--- config.mk ---
export PLATFORM = sky130hd
export DESIGN_NAME = mmt_timer16
export DESIGN_NICKNAME = d
export VERILOG_FILES = /design/src/rtl/mmt_pkg.sv /design/src/rtl/mmt_pin_sync.sv /design/src/rtl/mmt_prescale.sv /design/src/rtl/mmt_counter.sv /design/src/rtl/mmt_regs.sv /design/src/rtl/mmt_timer16.sv
export SDC_FILE = /design/constraint.sdc
export NUM_CORES = 1
export LEC_CHECK = 0
export CAP_MARGIN = 10
export CORE_MARGIN = 10
export CORE_UTILIZATION = 54
export CTS_CLUSTER_DIAMETER = 200
export CTS_CLUSTER_SIZE = 30
export DETAILED_ROUTE_END_ITERATION = 6
export GPL_ROUTABILITY_DRIVEN = 0
export PLACE_DENSITY = 0.77
export SLEW_MARGIN = 20
export SYNTH_ARGS = -nofsm -noshare
export SYNTH_HDL_FRONTEND = slang
export SYNTH_SLANG_ARGS = --single-unit
--- constraint.sdc ---
create_clock -name clk -period 2.25 [get_ports clk]
set_input_delay 0.45 -clock clk [delete_from_list [all_inputs] [get_ports clk]]
set_output_delay 0.45 -clock clk [all_outputs]
set_load 0.03 [all_outputs]
--- src/rtl/mmt_pkg.sv ---
package mmt_pkg;

   localparam int BUS_AW = 3;

   localparam logic [BUS_AW-1:0] ADDR_CTRL = 3'd0;
   localparam logic [BUS_AW-1:0] ADDR_MODE = 3'd1;
   localparam logic [BUS_AW-1:0] ADDR_CNTL = 3'd2;
   localparam logic [BUS_AW-1:0] ADDR_CNTH = 3'd3;
   localparam logic [BUS_AW-1:0] ADDR_RLDL = 3'd4;
   localparam logic [BUS_AW-1:0] ADDR_RLDH = 3'd5;

   // control byte, msb first: bit7 .. bit0
   typedef struct packed {
      logic flag_ovf;
      logic flag_ext;
      logic rx_sel;
      logic tx_sel;
      logic cap_sel;
      logic ext_en;
      logic run;
      logic src_ext;
   } ctrl_t;

   typedef enum logic [2:0] {
      MD_CAPTURE = 3'd0,
      MD_RLD_UP  = 3'd1,
      MD_RLD_UD  = 3'd2,
      MD_BAUD    = 3'd3,
      MD_CLKOUT  = 3'd4
   } mode_e;

endpackage

--- src/rtl/mmt_pin_sync.sv ---
module mmt_pin_sync #(
   parameter int STAGES = 2
) (
   input  logic clk,
   input  logic rst_n,
   input  logic pin_i,
   output logic level_o,
   output logic fall_o
);
   logic [STAGES-1:0] chain;
   logic              prev_q;

   generate
      if (STAGES < 2) begin : g_bad
         $error("mmt_pin_sync needs at least two stages");
      end
      for (genvar i = 0; i < STAGES; i++) begin : g_stage
         always_ff @(posedge clk or negedge rst_n) begin
            if (!rst_n) chain[i] <= 1'b0;
            else if (i == 0) chain[i] <= pin_i;
            else chain[i] <= chain[(i == 0) ? 0 : i-1];
         end
      end
   endgenerate

   always_ff @(posedge clk or negedge rst_n) begin
      if (!rst_n) prev_q <= 1'b0;
      else prev_q <= chain[STAGES-1];
   end

   assign level_o = chain[STAGES-1];
   assign fall_o  = prev_q & ~chain[STAGES-1];
endmodule

--- src/rtl/mmt_prescale.sv ---
module mmt_prescale #(
   parameter int DIV = 12
) (
   input  logic clk,
   input  logic rst_n,
   input  logic osc_en,
   output logic tick_o
);
   generate
      if (DIV < 1) begin : g_bad
         $error("mmt_prescale divide ratio must be at least 1");
      end
      if (DIV == 1) begin : g_pass
         assign tick_o = osc_en;
      end else begin : g_div
         localparam int CW = $clog2(DIV);
         localparam logic [CW-1:0] LAST = CW'(DIV - 1);
         logic [CW-1:0] cnt_q;
         always_ff @(posedge clk or negedge rst_n) begin
            if (!rst_n) cnt_q <= '0;
            else if (osc_en) cnt_q <= (cnt_q == LAST) ? '0 : cnt_q + 1'b1;
         end
         assign tick_o = osc_en && (cnt_q == LAST);
      end
   endgenerate
endmodule

--- src/rtl/mmt_counter.sv ---
module mmt_counter
   import mmt_pkg::*;
#(
   parameter int CNT_W  = 16,
   parameter int DATA_W = 8
) (
   input  logic              clk,
   input  logic              rst_n,
   input  mode_e             mode_i,
   input  logic              step_i,
   input  logic              dir_up_i,
   input  logic              trig_reload_i,
   input  logic              wr_lo_i,
   input  logic              wr_hi_i,
   input  logic [DATA_W-1:0] wdata_i,
   input  logic [CNT_W-1:0]  rld_i,
   output logic [CNT_W-1:0]  count_o,
   output logic              wrap_o
);
   logic [CNT_W-1:0] cnt_q, cnt_d;
   logic at_top, at_floor, wrap;

   assign at_top   = (cnt_q == {CNT_W{1'b1}});
   assign at_floor = (cnt_q == rld_i);

   always_comb begin
      cnt_d = cnt_q;
      wrap  = 1'b0;
      if (trig_reload_i) begin
         cnt_d = rld_i;
      end else if (step_i) begin
         unique case (mode_i)
            MD_CAPTURE: begin
               cnt_d = cnt_q + 1'b1;
               wrap  = at_top;
            end
            MD_RLD_UD: begin
               if (dir_up_i) begin
                  wrap  = at_top;
                  cnt_d = at_top ? rld_i : cnt_q + 1'b1;
               end else begin
                  wrap  = at_floor;
                  cnt_d = at_floor ? {CNT_W{1'b1}} : cnt_q - 1'b1;
               end
            end
            default: begin
               wrap  = at_top;
               cnt_d = at_top ? rld_i : cnt_q + 1'b1;
            end
         endcase
      end
      if (wr_lo_i) cnt_d[DATA_W-1:0] = wdata_i;
      if (wr_hi_i) cnt_d[CNT_W-1:DATA_W] = wdata_i;
   end

   always_ff @(posedge clk or negedge rst_n) begin
      if (!rst_n) cnt_q <= '0;
      else cnt_q <= cnt_d;
   end

   assign count_o = cnt_q;
   assign wrap_o  = wrap;
endmodule

--- src/rtl/mmt_regs.sv ---
module mmt_regs
   import mmt_pkg::*;
#(
   parameter int CNT_W  = 16,
   parameter int DATA_W = 8
) (
   input  logic              clk,
   input  logic              rst_n,
   input  logic              bus_wr,
   input  logic [BUS_AW-1:0] bus_sel,
   input  logic [DATA_W-1:0] bus_wdata,
   output logic [DATA_W-1:0] bus_rdata,
   input  logic [CNT_W-1:0]  count_i,
   input  logic              cap_load_i,
   input  logic              ovf_set_i,
   input  logic              ext_set_i,
   input  logic              ext_toggle_i,
   output ctrl_t             ctrl_o,
   output logic              out_en_o,
   output logic              down_en_o,
   output logic [CNT_W-1:0]  rld_o
);
   ctrl_t            ctrl_q;
   logic [1:0]       mode_q;
   logic [CNT_W-1:0] rld_q;
   logic wr_ctrl, wr_mode, wr_rl, wr_rh;

   assign wr_ctrl = bus_wr && (bus_sel == ADDR_CTRL);
   assign wr_mode = bus_wr && (bus_sel == ADDR_MODE);
   assign wr_rl   = bus_wr && (bus_sel == ADDR_RLDL);
   assign wr_rh   = bus_wr && (bus_sel == ADDR_RLDH);

   always_ff @(posedge clk or negedge rst_n) begin
      if (!rst_n) begin
         ctrl_q <= '0;
      end else begin
         if (wr_ctrl) ctrl_q <= ctrl_t'(bus_wdata);
         // hardware events win over a same-cycle software write
         if (ovf_set_i) ctrl_q.flag_ovf <= 1'b1;
         if (ext_set_i) ctrl_q.flag_ext <= 1'b1;
         else if (ext_toggle_i) ctrl_q.flag_ext <= ~ctrl_q.flag_ext;
      end
   end

   always_ff @(posedge clk or negedge rst_n) begin
      if (!rst_n) mode_q <= '0;
      else if (wr_mode) mode_q <= bus_wdata[1:0];
   end

   always_ff @(posedge clk or negedge rst_n) begin
      if (!rst_n) begin
         rld_q <= '0;
      end else if (cap_load_i) begin
         rld_q <= count_i;
      end else begin
         if (wr_rl) rld_q[DATA_W-1:0] <= bus_wdata;
         if (wr_rh) rld_q[CNT_W-1:DATA_W] <= bus_wdata;
      end
   end

   always_comb begin
      unique case (bus_sel)
         ADDR_CTRL: bus_rdata = DATA_W'(ctrl_q);
         ADDR_MODE: bus_rdata = {{(DATA_W-2){1'b0}}, mode_q};
         ADDR_CNTL: bus_rdata = count_i[DATA_W-1:0];
         ADDR_CNTH: bus_rdata = count_i[CNT_W-1:DATA_W];
         ADDR_RLDL: bus_rdata = rld_q[DATA_W-1:0];
         ADDR_RLDH: bus_rdata = rld_q[CNT_W-1:DATA_W];
         default:   bus_rdata = '0;
      endcase
   end

   assign ctrl_o    = ctrl_q;
   assign out_en_o  = mode_q[1];
   assign down_en_o = mode_q[0];
   assign rld_o     = rld_q;
endmodule

--- src/rtl/mmt_timer16.sv ---
module mmt_timer16
   import mmt_pkg::*;
#(
   parameter int CNT_W     = 16,
   parameter int DATA_W    = 8,
   parameter int SLOW_DIV  = 12,
   parameter int FAST_DIV  = 2,
   parameter int SYNC_STG  = 2
) (
   input  logic              clk,
   input  logic              rst_n,
   input  logic              osc_en,
   input  logic [2:0]        bus_sel,
   input  logic              bus_wr,
   input  logic [7:0]        bus_wdata,
   output logic [7:0]        bus_rdata,
   input  logic              cnt_pin,
   input  logic              trig_pin,
   output logic              irq,
   output logic              baud_tx_tick,
   output logic              baud_rx_tick,
   output logic              clk_out,
   output logic              clk_out_en
);
   generate
      if (DATA_W != 8) begin : g_bad_dw
         $error("bus is byte wide");
      end
      if (CNT_W != 2 * DATA_W) begin : g_bad_cw
         $error("counter must be two bus bytes wide");
      end
   endgenerate

   ctrl_t            ctl;
   logic             ctl_out_en, ctl_down_en;
   logic             ctl_run, ctl_exten, ctl_tx, ctl_rx;
   logic [CNT_W-1:0] rld, cnt_q;
   logic             flag_ovf, gen_mode;
   mode_e            mode;
   logic             slow_tick, fast_tick;
   logic             cnt_lvl, cnt_fall, trig_lvl, trig_fall;
   logic             src_tick, step, wrap;
   logic             cap_load, trig_reload, ovf_set, ext_set, ext_toggle;
   logic             tx_q, rx_q, clk_q;

   mmt_pin_sync #(.STAGES(SYNC_STG)) u_sync_cnt (
      .clk(clk), .rst_n(rst_n), .pin_i(cnt_pin),
      .level_o(cnt_lvl), .fall_o(cnt_fall));

   mmt_pin_sync #(.STAGES(SYNC_STG)) u_sync_trig (
      .clk(clk), .rst_n(rst_n), .pin_i(trig_pin),
      .level_o(trig_lvl), .fall_o(trig_fall));

   mmt_prescale #(.DIV(SLOW_DIV)) u_pre_slow (
      .clk(clk), .rst_n(rst_n), .osc_en(osc_en), .tick_o(slow_tick));

   mmt_prescale #(.DIV(FAST_DIV)) u_pre_fast (
      .clk(clk), .rst_n(rst_n), .osc_en(osc_en), .tick_o(fast_tick));

   assign ctl_run   = ctl.run;
   assign ctl_exten = ctl.ext_en;
   assign ctl_tx    = ctl.tx_sel;
   assign ctl_rx    = ctl.rx_sel;
   assign flag_ovf  = ctl.flag_ovf;

   always_comb begin
      if (ctl.tx_sel || ctl.rx_sel)        mode = MD_BAUD;
      else if (ctl_out_en && !ctl.src_ext) mode = MD_CLKOUT;
      else if (ctl.cap_sel)                mode = MD_CAPTURE;
      else if (ctl_down_en)                mode = MD_RLD_UD;
      else                                 mode = MD_RLD_UP;
   end

   assign gen_mode = (mode == MD_BAUD) || (mode == MD_CLKOUT);

   always_comb begin
      if (gen_mode)         src_tick = fast_tick;
      else if (ctl.src_ext) src_tick = cnt_fall & cnt_lvl_unused_guard();
      else                  src_tick = slow_tick;
   end

   // level of the count pin is known low right after a falling edge
   function automatic logic cnt_lvl_unused_guard();
      return ~cnt_lvl;
   endfunction

   assign step        = ctl.run && src_tick;
   assign cap_load    = trig_fall && ctl.ext_en && (mode == MD_CAPTURE);
   assign trig_reload = trig_fall && ctl.ext_en && (mode == MD_RLD_UP);
   assign ext_set     = trig_fall && ctl.ext_en &&
                        (mode == MD_CAPTURE || mode == MD_RLD_UP || mode == MD_BAUD);
   assign ext_toggle  = wrap && (mode == MD_RLD_UD);
   assign ovf_set     = wrap && !gen_mode;

   mmt_counter #(.CNT_W(CNT_W), .DATA_W(DATA_W)) u_cnt (
      .clk(clk), .rst_n(rst_n), .mode_i(mode), .step_i(step),
      .dir_up_i(trig_lvl), .trig_reload_i(trig_reload),
      .wr_lo_i(bus_wr && (bus_sel == ADDR_CNTL)),
      .wr_hi_i(bus_wr && (bus_sel == ADDR_CNTH)),
      .wdata_i(bus_wdata), .rld_i(rld), .count_o(cnt_q), .wrap_o(wrap));

   mmt_regs #(.CNT_W(CNT_W), .DATA_W(DATA_W)) u_regs (
      .clk(clk), .rst_n(rst_n), .bus_wr(bus_wr), .bus_sel(bus_sel),
      .bus_wdata(bus_wdata), .bus_rdata(bus_rdata), .count_i(cnt_q),
      .cap_load_i(cap_load), .ovf_set_i(ovf_set), .ext_set_i(ext_set),
      .ext_toggle_i(ext_toggle), .ctrl_o(ctl), .out_en_o(ctl_out_en),
      .down_en_o(ctl_down_en), .rld_o(rld));

   always_ff @(posedge clk or negedge rst_n) begin
      if (!rst_n) begin
         tx_q  <= 1'b0;
         rx_q  <= 1'b0;
         clk_q <= 1'b0;
      end else begin
         tx_q <= wrap && (mode == MD_BAUD) && ctl.tx_sel;
         rx_q <= wrap && (mode == MD_BAUD) && ctl.rx_sel;
         if (wrap && (mode == MD_CLKOUT)) clk_q <= ~clk_q;
      end
   end

   assign baud_tx_tick = tx_q;
   assign baud_rx_tick = rx_q;
   assign clk_out      = clk_q;
   assign clk_out_en   = ctl_out_en && !ctl.src_ext;
   assign irq          = ctl.flag_ovf || (ctl.flag_ext && (mode != MD_RLD_UD));
endmodule

After elaboration in Yosys (flattened, before gate mapping)
Index checks and enable logic that the tools add are counted.

word-level totals
  logic and storage cells = 112
  register bits after elaboration = 56

cells by class
  $add $sub $neg = 4
  muxes and demuxes = 28
  equal/unequal tests = 13
  bitwise logic cells = 7
  reductions and logical operators = 36

operators with widths
  kind                                                                  count
  16-bit two-way mux                                                    6
  8-bit case mux with 6 select lines                                    1
  8-bit two-way mux                                                     5
  16-bit case mux with 2 select lines                                   1
  1-bit logical AND                                                     21
  16-bit by 1-bit adder with 16-bit output, second input constant       1
  16-bit == test                                                        1
  16-bit == test, second input constant                                 1
  16-bit by 1-bit subtractor with 16-bit output, second input constant  1
  3-bit by 2-bit == test with 1-bit output, second input constant       4
  1-bit two-way mux                                                     10
  3-bit == test, second input constant                                  3
  3-bit nonzero test                                                    3
  3-bit by 1-bit == test with 1-bit output, second input constant       2
  3-bit logical NOT                                                     2
  3-bit two-way mux                                                     2
  2-bit nonzero test                                                    3
  1-bit logical OR                                                      5
  4-bit by 1-bit adder with 4-bit output, second input constant         1
  4-bit == test, second input constant                                  1
  2-bit two-way mux                                                     2
  4-bit two-way mux                                                     1
  1-bit inverter                                                        4
  1-bit bitwise AND                                                     3
  other kinds (3)                                                       4

Logic depth before layout (Yosys ltp)
Gate-level depths: netlist of run 1.

  depth after elaboration = 13
  mapped depth = 9
  gate-level depth less buffers = 8

By module
From an unflattened synthesis of run 1, not the netlist that was laid out.

second synthesis, totals
  cells, all modules = 526
  area, all modules = 4,559.4 sq um

by module, submodules not included
  module                     seq. area each (sq um)  area an instance (sq um)  times used  cells an instance
  mmt_counter                400.4                   2,313.5                   1           327
  mmt_regs                   650.6                   1,498.9                   1           139
  mmt_timer16                75.1                    317.8                     1           30
  mmt_prescale (u_pre_slow)  100.1                   210.2                     1           19
  mmt_pin_sync               75.1                    88.8                      2           4
  mmt_prescale (u_pre_fast)  25.0                    41.3                      1           3

Worst setup path before layout of run 1
OpenSTA, ideal clock, no wires.

  kind = flip-flop to flip-flop
  start point = register u_cnt.cnt_q[0], in the netlist u_cnt.count_o[0]
  end point = register u_cnt.cnt_q[1], in the netlist u_cnt.count_o[1]
  library setup time = 116 ps
  slack = -84 ps
  buffers on the path = 1
  required time = 2,134 ps
  cell stages (with the launch flop) = 9
  arrival time = 2,218 ps
  path through = dfrtp_1 -> ha_1 -> nand3_1 -> or4_4 -> clkbuf_1 -> mux2i_1 -> a221o_1 -> a211o_1 -> o311ai_0

on the way
  word-level cells in the longest chain between the ends = 7
  elaborated cells on any way between the ends = 11
  classes of those cells = 2 x add/sub; 2 x eq/ne; 7 x mux

ends and longest elaborated chain
  what                                                                         line                                                     source
  start: declaration                                                           mmt_counter.sv:20                                        logic [CNT_W-1:0] cnt_q, cnt_d;
  start signal: assignment                                                     mmt_counter.sv:58                                        else cnt_q <= cnt_d;
  16-bit by 1-bit subtractor with 16-bit output, or another cell as far along  mmt_counter.sv:43                                        cnt_d = at_floor ? {CNT_W{1'b1}} : cnt_q - 1'b1;
  16-bit two-way mux, on equally long branches                                 mmt_counter.sv:43, mmt_counter.sv:40, mmt_counter.sv:48
  16-bit two-way mux                                                           mmt_counter.sv:38                                        if (dir_up_i) begin
  16-bit case mux with 2 select lines *                                        mmt_counter.sv:32                                        unique case (mode_i)
  16-bit two-way mux *                                                         mmt_counter.sv:31                                        end else if (step_i) begin
  16-bit two-way mux *                                                         mmt_counter.sv:29                                        if (trig_reload_i) begin
  8-bit two-way mux *                                                          mmt_counter.sv:52                                        if (wr_lo_i) cnt_d[DATA_W-1:0] = wdata_i;

Every way passes the cells marked *; elsewhere a longest branch is shown, timed or not. The select of a mux whose other input is x is not followed.
A chain may end at the register's enable or synchronous reset.

Worst setup path in the final report of run 1
  start point = register u_cnt.cnt_q[1], in the netlist u_cnt.count_o[1]
  end point = register u_cnt.cnt_q[11], in the netlist u_cnt.count_o[11]

on the way
  word-level cells in the longest chain between the ends = 7
  elaborated cells on any way between the ends = 11
  classes of those cells = 2 x add/sub; 2 x eq/ne; 7 x mux

ends and longest elaborated chain
  what                                                                         line                                                     source
  16-bit by 1-bit subtractor with 16-bit output, or another cell as far along  mmt_counter.sv:43
  16-bit two-way mux, on equally long branches                                 mmt_counter.sv:43, mmt_counter.sv:40, mmt_counter.sv:48
  16-bit two-way mux                                                           mmt_counter.sv:38
  16-bit case mux with 2 select lines *                                        mmt_counter.sv:32
  16-bit two-way mux *                                                         mmt_counter.sv:31
  16-bit two-way mux *                                                         mmt_counter.sv:29
  8-bit two-way mux *                                                          mmt_counter.sv:53                                        if (wr_hi_i) cnt_d[CNT_W-1:DATA_W] = wdata_i;

Marked as above.

==> flow_metrics.tcl, run 1 <==
set metrics [dict create \
    netlist_area_um2 4390 \
    rsz0062_at_grt "true" \
    slowest_stage "or4_4" \
    synth_top_area_frac 0.319 \
    synth-adder-area-share 0.00854 \
    synth-xor-area-share 0.0837 \
    grt_util_all_layers 0.291 \
    synth_top_area_cell "dfrtp_1" \
    route.detailed.drc 89 \
    syn_to_final_growth_pct 42.7 \
    multi_input_area_um2 3230 \
    antenna_found_initial 0 \
    grt_max_degree 33 \
    ys_top_cells_by_area "dfrtp_1 (32%), mux2i_1 (7.1%), xor2_1 (6.0%)" \
    placed_area_um2 5640 \
    synth_compound_area_frac 0.223 \
    ioPinCount 30 \
    final.setup_skew_ps 7.61 \
    clkTransAtPathRegs_ps 100 \
    cp_max_fo 7 \
    io_buffers 29 \
    relSlewSlack 0.613 \
    diodes 0 \
    cp_data_arrival_time_ps 2600 \
    slowest_delay_ps 530 \
    cts_buffer_depth 2 \
    async_reset_ff_frac 1.00 \
    met2_usage 0.434 \
    path_delay_family "compound AO/OA/AOI/OAI gates" \
    numClockSinks 56 \
    yosys_most_used_dff "dfrtp_1" \
    hold_class "input port to asynchronous set/reset pin" \
    grt_pass1_wl_mm 27.2 \
    synth_top_family_by_area "compound AO/OA/AOI/OAI gates" \
    maxCapViolCount 0 \
    ys_warn_count 0 \
    maxSlewViolCount 0 \
    drt-total-wl_mm 19.6 \
    hold_violations 0 \
    htreeDepth 2 \
    dp_hpwl_mm 13.0 \
    hold_slack_ps 126 \
    numCtsBuffers 5 \
    post-route-util 0.803 \
    synth-simple-area-share 0.219 \
    drive_gt1_frac 0.367 \
    powerDensity_nw_per_um2 958 \
    dieHeight_um 110 \
    die_x_um 110 \
    drt_pass1_iterations 7 \
    worst_pin_slew_ps 578 \
    via_per_inst 7.20 \
    crit_type "register to register" \
    grt_util_met1 0.358 \
    cts_tree "built" \
    min_period_over_period 1.05 \
    finalNetCount 682 \
    synth_edf_count 0 \
    ys_seq_area_frac 0.319 \
    drt.antenna.violating_nets 0 \
    die-area_um2 12100 \
    ys_types 59 \
    timing.final.ws_setup_ps -121 \
    syn_nets 542 \
    required_ps 2480 \
    wire_per_inst_um 25.6 \
    clk_latency_ps 320 \
    fillCellCount 486 \
    synth_most_common_cell "dfrtp_1" \
    grt_pass1_vias 5087 \
    grt_util_met3 0.0940 \
    power_leakage_uw 0.00274 \
    peakVddDrop_uv 689 \
    fin_crit_ps 2370 \
    rows 32 \
    violations "DRC, setup timing" \
    num_vias 5510 \
    start_util 0.563 \
    setup_violations 12 \
    syn_area_per_cell_um2 8.42 \
    start_kind "register" \
    pre_cts_slack_ps -460 \
    fmax_ghz 0.422 \
    crit_chain "ha_4, nand3_4, or4_4, buf_6, o21ai_1, buf_4, a22oi_1, a32oi_1" \
    status "complete, but fails checks" \
    core_um2 7810 \
    synthesis.instances 522 \
    ys_ff_latch 56 \
    fin_total_pwr_uw 6000 \
    synthTopCellsByCount "dfrtp_1 (56), nor2_1 (53), nand2_1 (40), a21oi_1 (32)" \
    drtIter0Drc 1046 \
    cp-end-kind "register" \
    clockRootBuffer "clkbuf_8" \
    fin_area_um2 6270 \
    top_usage_layer "met2" \
    grt_overflow_total 0 \
    regArea_um2 1410 \
    crit_buf_inv 2 \
    muxShareOfSynthArea 0.107 \
]
## routing by layer
metal  share of wire  wire (µm)
met5               0          0
met4           0.093       1820
met3            0.15       2850
met2            0.42       8150
met1            0.35       6760
## worst register-to-register path: cells and delay by family (launching register included)
kind / cells / cell delay [ps]
AOI/OAI and AO/OA: 3 / 670
adders and majority gates: 1 / 180
buffers and inverters: 2 / 380
DFF: 1 / 440
and+or+nand+nor: 2 / 610
## layout make-up
cell class | instances | area share
flip-flops and latches | 56 | 0.224
well taps | 102 | 0.0204
inverters | 7 | 0.00419
clock buffers | 6 | 0.0116
multi-input cells | 421 | 0.515
repair buffers | 171 | 0.222
clock inverters | 2 | 0.00260
## path summary, 6_finish.rpt
path	slack, ps	depth (start not counted)	startpoint	to
worst max-delay path	-120	8	u_cnt.count_o[1]	u_cnt.count_o[11]
worst min-delay path	130	2	rst_n	u_sync_trig.level_o
worst min register to register	370	0	u_sync_trig.chain[0]	u_sync_trig.level_o
min in group clk	370	0	u_sync_trig.chain[0]	u_sync_trig.level_o
worst max register to register	-120	8	u_cnt.count_o[1]	u_cnt.count_o[11]
max in group asynchronous	1820	2	rst_n	u_cnt.count_o[9]
## through the flow
stage | cells | setup TNS, ps
finish | 765 | -541
global route | 765 | -1500
CTS | 757 | -10.9
detailed placement | 741 | -4330
global placement | 741 | -3420
floorplan | 522 | -19.3
## sequential cells by signal, indices dropped and copies added (netlist names), 2 cells and up
signal                  cells
u_cnt.count_o              16
u_pre_slow.g_div.cnt_q      4
u_regs.ctrl_o               8
u_regs.mode_q               2
u_regs.rld_o               16
## cell families (layout without fill, tap and decap cells)
kind of cell | after synthesis | after routing
simple gates | 193 | 193
compound gates | 139 | 139
flops | 56 | 56
buf+inv | 45 | 186
mux | 44 | 44
xor+xnor | 42 | 42
fa+ha+maj | 3 | 3
## power breakdown
group / switching [µW] / internal, µW
Combinational: 2100 / 1670
Sequential: 339 / 1320
Clock: 356 / 223
## placed cells by master (no fill, tap or decap), types with 4 or more instances in the layout
master	n
nor2b_1	4
inv_1	5
a221oi_1	5
nor4_1	7
nor2_1	47
o21ai_1	4
nand4_1	6
a211o_1	6
o221ai_2	8
o31ai_1	4
a31oi_1	12
clkbuf_8	5
nor4_4	4
o221ai_1	4
a211oi_2	4
nor3_1	12
nor3_2	5
dfrtp_2	4
nand2_1	39
a21oi_1	31
o21ai_0	12
nand3_1	18
buf_4	135
mux2i_1	31
a221o_1	5
buf_6	11
nand2b_1	8
xor2_1	30
a22oi_1	10
xnor2_1	10
clkdlybuf4s50_1	15
and2_1	10
dfrtp_1	52
mux2_2	12
## what timing repair did
item                       4_1_cts  5_1_grt
gates cloned                     0        1
pin swaps                        7       30
buffers inserted                 8        7
gates resized for setup         37       75
hold buffers                     0        0
setup endpoints to repair       26       20
No activity file was read; power rests on OpenSTA's default activity.
==> run 2, diff against run 1 <==
- CORE_UTILIZATION: 54 -> 55
- PLACE_DENSITY: 0.77 -> 0.78
- SYNTH_HIERARCHICAL: unset -> 1
==> run 2 against run 1 <==
Net effect: the flow finishes with violations (setup timing); fmax down 8.4%; combinational power increased by 12%; utilization increased by 0.30 points; clock power increased by 13%; largest power group unchanged.
==> flow_metrics.tcl, run 2 <==
set metrics [dict create \
    status "complete, but fails checks" \
    violations "setup timing" \
    maxCapViolCount 0 \
    dp_hpwl_mm 11.8 \
    peakVddDrop_uv 594 \
    synth-xor-area-share 0.0862 \
    hold_violations 0 \
    ys_seq_area_frac 0.307 \
    antenna_found_initial 0 \
    hold_class "input port to asynchronous set/reset pin" \
    r2r_cells 13 \
    pre_cts_slack_ps -497 \
    ioPinCount 30 \
    ys_top_cells_by_area "dfrtp_1 (31%), mux2i_1 (6.6%), xor2_1 (5.2%)" \
    finalNetCount 699 \
    min_period_over_period 1.15 \
    maxSlewViolCount 0 \
    synth-adder-area-share 0.00823 \
    synth_top_area_cell "dfrtp_1" \
    cts_buffer_depth 2 \
    rows 33 \
    rrSetupSlack_ps -340 \
    drtIter0Drc 889 \
    start_kind "register" \
    num_vias 5532 \
    post-route-util 0.806 \
    cp_max_fo 4 \
    synth_top_family_by_area "simple AND/OR/NAND/NOR gates" \
    grt_util_all_layers 0.258 \
    crit_type "register to register" \
    setup_violations 18 \
    die-area_um2 12300 \
    syn_to_final_growth_pct 43.7 \
    clk_latency_ps 340 \
    synth_compound_area_frac 0.195 \
    synth_most_common_cell "dfrtp_1" \
    synth-simple-area-share 0.257 \
    async_reset_ff_frac 1.00 \
    clockRootBuffer "clkbuf_8" \
    io_buffers 29 \
    drt_pass1_iterations 7 \
    ys_ff_latch 56 \
    dieHeight_um 111 \
    final.setup_skew_ps 17.0 \
    relSlewSlack 0.714 \
    grt_overflow_total 0 \
    synthTopCellsByCount "dfrtp_1 (56), nand2_1 (50), nor2_1 (50), a21oi_1 (30), mux2i_1 (30)" \
    fmax_ghz 0.386 \
    core_um2 8130 \
    required_ps 2480 \
    final_common_cell "buf_4" \
    syn_nets 546 \
    synthesis.instances 526 \
    drt.antenna.violating_nets 0 \
    synth_top_area_frac 0.307 \
    die_x_um 111 \
    grt_max_degree 57 \
    drive_gt1_frac 0.412 \
    final_cell_mix "buf_4 (151), dfrtp_1 (51), nand2_1 (48), nor2_1 (40), mux2i_1 (29)" \
    route.detailed.drc 0 \
    wire_per_inst_um 24.4 \
    ys_warn_count 6 \
    clkTransAtPathRegs_ps 130 \
    synth_edf_count 0 \
    rsz0062_at_grt "true" \
    powerDensity_nw_per_um2 1000 \
    fin_crit_ps 2590 \
    power_leakage_uw 0.00288 \
    cp_data_arrival_time_ps 2810 \
    cts_tree "built" \
    yosys_most_used_dff "dfrtp_1" \
    numClockSinks 56 \
    cp-end-kind "register" \
    start_util 0.561 \
    grt_pass1_vias 4932 \
    fin_tns_setup_ps -1570 \
    diodes 0 \
    netlist_area_um2 4560 \
    drt-total-wl_mm 19.2 \
    r2r-start "u_regs/ctrl_o[0]" \
    crit_end "u_regs/ctrl_o[6]" \
    syn_area_per_cell_um2 8.67 \
    grt_pass1_wl_mm 26.2 \
    ys_types 80 \
    via_per_inst 7.05 \
    numCtsBuffers 5 \
    htreeDepth 2 \
    r2r-end "u_regs/ctrl_o[6]" \
    timing.final.ws_setup_ps -339 \
    worst_pin_slew_ps 426 \
    fin_total_pwr_uw 6550 \
    muxShareOfSynthArea 0.0939 \
    crit_start "u_regs/ctrl_o[0]" \
]
-- run 2: changes by cell type in the layout (fill, tap and decap cells not counted), moves of 7 or more --
cell / delta
and2_1: -7
o21ai_0: +15
a31oi_1: -8
o221ai_2: -8
buf_4: +16
nor2_1: -7
a22oi_1: -10
nand2_1: +9
-- run 2: worst min-delay path by stage --
stage / cells past startpoint / slack [ps] / end / start
after global routing: 2 / 100 / u_regs/ctrl_o[2] / rst_n
after CTS: 2 / 110 / u_regs/rld_o[2] / rst_n
after detailed placement: 0 / 340 / u_sync_cnt/level_o / u_sync_cnt/chain[0]
final: 2 / 70 / u_regs/rld_o[2] / rst_n
after global placement: 0 / 330 / u_sync_trig/level_o / u_sync_trig/chain[0]
after floorplan: 0 / 150 / baud_rx_tick / rst_n
-- run 2: cell type report --
cell class	instances	area [µm²]
flip-flops and latches	56	1410
clock buffers	5	68.8
clock inverters	3	28.8
inverters	9	41.3
well taps	105	131
fillers	462	1580
multi-input cells	420	3330
repair buffers	187	1550
-- run 2: per-stage QoR --
stage | hold slack, ps | area, µm² | instances
floorplan | 154 | 4650 | 526
global placement | 335 | 5840 | 751
detailed placement | 336 | 5840 | 751
CTS | 110 | 6110 | 771
global route | 100 | 6550 | 785
finish | 69.4 | 6550 | 785
-- run 2: power breakdown --
| part | leakage [µW] | switching, µW | total, µW | internal [µW] |
|---|---|---|---|---|
| Sequential | 0.000676 | 352 | 1660 | 1310 |
| Combinational | 0.00215 | 2250 | 4230 | 1980 |
| Clock | 0.0000511 | 420 | 657 | 237 |
-- run 2: cells by family after synthesis --
group | Yosys count
buffers and inverters | 50
AND/OR/NAND/NOR | 203
AO/OA/AOI/OAI | 129
multiplexers | 41
adder cells (fa/ha/maj) | 3
flip-flops | 56
XOR/XNOR | 44
-- run 2: repair_timing --
action	CTS	global route
buffers inserted	12	17
pin swaps	18	27
setup endpoints to repair	24	22
cloned	0	2
endpoints found under the hold margin	0	0
hold buffers	0	0
resized for setup	30	64
-- run 2: critical path, stage by stage (launching register included) --
cell      delay [ps]
dfrtp_1          400
nand2b_4         190
buf_4            170
nor3_2           280
buf_4            220
nor3_4            60
nand2_8           90
nor2_4            50
a21oi_4          150
nor2_4            70
and3_4           150
nor2b_4          130
or3_1            340
a31o_2           200
-- run 2: metal layers --
metal | routed length, µm | track usage
met1 | 6410 | 0.304
met3 | 2570 | 0.0622
met2 | 8370 | 0.420
met4 | 1840 | 0.144
met5 | 0 | 0
==> run 3, diff against run 2 <==
- CORE_UTILIZATION: 55 -> 49
- PLACE_DENSITY: 0.78 -> 0.71
==> run 3 against run 2 <==
Net effect: the run still ends with setup timing left; wire length shrank 9.9%; hold slack better by 4.4 ps; register-to-register slack better by 180 ps; global-route usage down 1.5 points.
==> flow_metrics.tcl, run 3 (synthesis gave the netlist of run 2 again) <==
set metrics [dict create \
    worst_pin_slew_ps 621 \
    seqPwrFrac 0.271 \
    fin_crit_ps 2410 \
    wire_per_inst_um 21.5 \
    clockPowerShare 0.093 \
    p_sw_uw 2800 \
    core_um2 9150 \
    start_util 0.498 \
    start_kind "register" \
    drive_gt1_frac 0.429 \
    top_usage_layer "met2" \
    fin_total_pwr_uw 6380 \
    rsz0062_at_grt "true" \
    hold_slack_ps 73.8 \
    cp_max_fo 4 \
    hold_violations 0 \
    required_ps 2470 \
    cp-end-kind "register" \
    relSlewSlack 0.585 \
    grt_pass1_wl_mm 26.1 \
    cts_tree "built" \
    hold_class "input port to asynchronous set/reset pin" \
    fillCellCount 616 \
    final.setup_skew_ps 12.8 \
    numCtsBuffers 5 \
    post-route-util 0.722 \
    drt.antenna.violating_nets 0 \
    grt_util_met1 0.306 \
    drtIter0Drc 668 \
    route.detailed.drc 0 \
    drt_pass1_iterations 6 \
    cp_data_arrival_time_ps 2630 \
    p_int_uw 3580 \
    peakVddDrop_uv 597 \
    finalNetCount 713 \
    io_buffers 29 \
    maxSlewViolCount 0 \
    die-area_um2 13600 \
    syn_to_final_growth_pct 44.8 \
    maxCapViolCount 0 \
    grt_max_degree 33 \
    antenna_found_initial 0 \
    powerDensity_nw_per_um2 967 \
    die_x_um 116 \
    fin_tns_setup_ps -528 \
    final_cell_mix "buf_4 (155), nand2_1 (50), dfrtp_1 (43), nor2_1 (41), mux2i_1 (29)" \
    status "complete, but fails checks" \
    power_leakage_uw 0.00291 \
    r2r_cells 13 \
    grt_pass1_vias 4995 \
    num_vias 5232 \
    htreeDepth 2 \
    numClockSinks 56 \
    combPwrFrac 0.635 \
    violations "setup timing" \
    dp_hpwl_mm 12.2 \
    switching_share 0.439 \
    dieHeight_um 116 \
    setup_violations 10 \
    diodes 0 \
    crit_type "register to register" \
    cts_buffer_depth 2 \
    grt_overflow_total 0 \
    grt_util_met3 0.0431 \
    final_common_cell "buf_4" \
    placed_area_um2 5880 \
    min_period_over_period 1.07 \
    drt-total-wl_mm 17.3 \
    clockRootBuffer "clkbuf_8" \
    clkTransAtPathRegs_ps 110 \
    rows 35 \
    timing.final.ws_setup_ps -159 \
    ioPinCount 30 \
    fin_area_um2 6600 \
    clk_latency_ps 320 \
    fmax_ghz 0.415 \
    grt_util_all_layers 0.243 \
    met2_usage 0.400 \
    via_per_inst 6.50 \
]
[run 3: cell types whose count changed in the layout (fill, tap and decap cells not counted), sizes merged]
cell / delta
clkbuf: +1
buf: +15
clkinvlp: +1
dlygate4sd2: -1
inv: -2
[run 3: area by class of cell]
type / instances / area [µm²] / share of cell area
Clock buffer: 6 / 72.6 / 0.0110
Clock inverter: 2 / 16.3 / 0.00246
Inverter: 9 / 41.3 / 0.00625
Multi-Input combinational cell: 420 / 3250 / 0.492
Sequential cell: 56 / 1420 / 0.215
Tap cell: 111 / 139 / 0.0210
Timing Repair Buffer: 201 / 1670 / 0.253
[run 3: stage by stage]
stage	instances	setup WS [ps]
finish	805	-159
global route	805	-222
CTS	780	-148
detailed placement	760	-510
global placement	760	-410
floorplan	526	-249
[run 3: repair_timing]
item / in CTS / in global routing
buffers inserted: 12 / 26
gates resized for setup: 43 / 61
endpoints found under the setup margin: 24 / 23
hold buffers: 0 / 0
pin swaps: 23 / 38
[run 3: worst max-delay path, cell delays in order (launching register included)]
cell	delay, ps
dfrtp_1	390
nand2b_4	180
buf_4	150
nor3_2	240
buf_4	200
nor3_4	60
nand2_8	70
nor2_2	50
a21oi_4	130
nor2_2	70
and3_4	150
nor2b_4	120
or3_1	300
a31o_2	200
[run 3: power groups by stage]
stage / logic [µW] / clock network, µW / registers [µW]
after global routing: 4280 / 626 / 1770
after global placement: 3240 / 0 / 1710
after detailed placement: 3330 / 0 / 1720
after CTS: 3500 / 595 / 1700
after floorplan: 1960 / 0 / 1610
final: 4060 / 595 / 1730
[run 3: layer usage]
| layer | part of all wire | routed length, µm |
|---|---|---|
| met1 | 0.39 | 6690 |
| met2 | 0.47 | 8070 |
| met3 | 0.10 | 1740 |
| met4 | 0.045 | 785 |
| met5 | 0 | 0 |
[run 3: path summary, 6_finish.rpt]
check / startpoint / to / slack (ps)
hold reg to reg: u_sync_trig/chain[0] / u_sync_trig/level_o / 360
hold / removal: rst_n / u_sync_trig/level_o / 70
min in group clk: u_sync_trig/chain[0] / u_sync_trig/level_o / 360
max in group asynchronous: rst_n / u_cnt/count_o[10] / 1560
setup reg to reg: u_regs/ctrl_o[0] / u_regs/ctrl_o[6] / -160
setup / recovery: u_regs/ctrl_o[0] / u_regs/ctrl_o[6] / -160
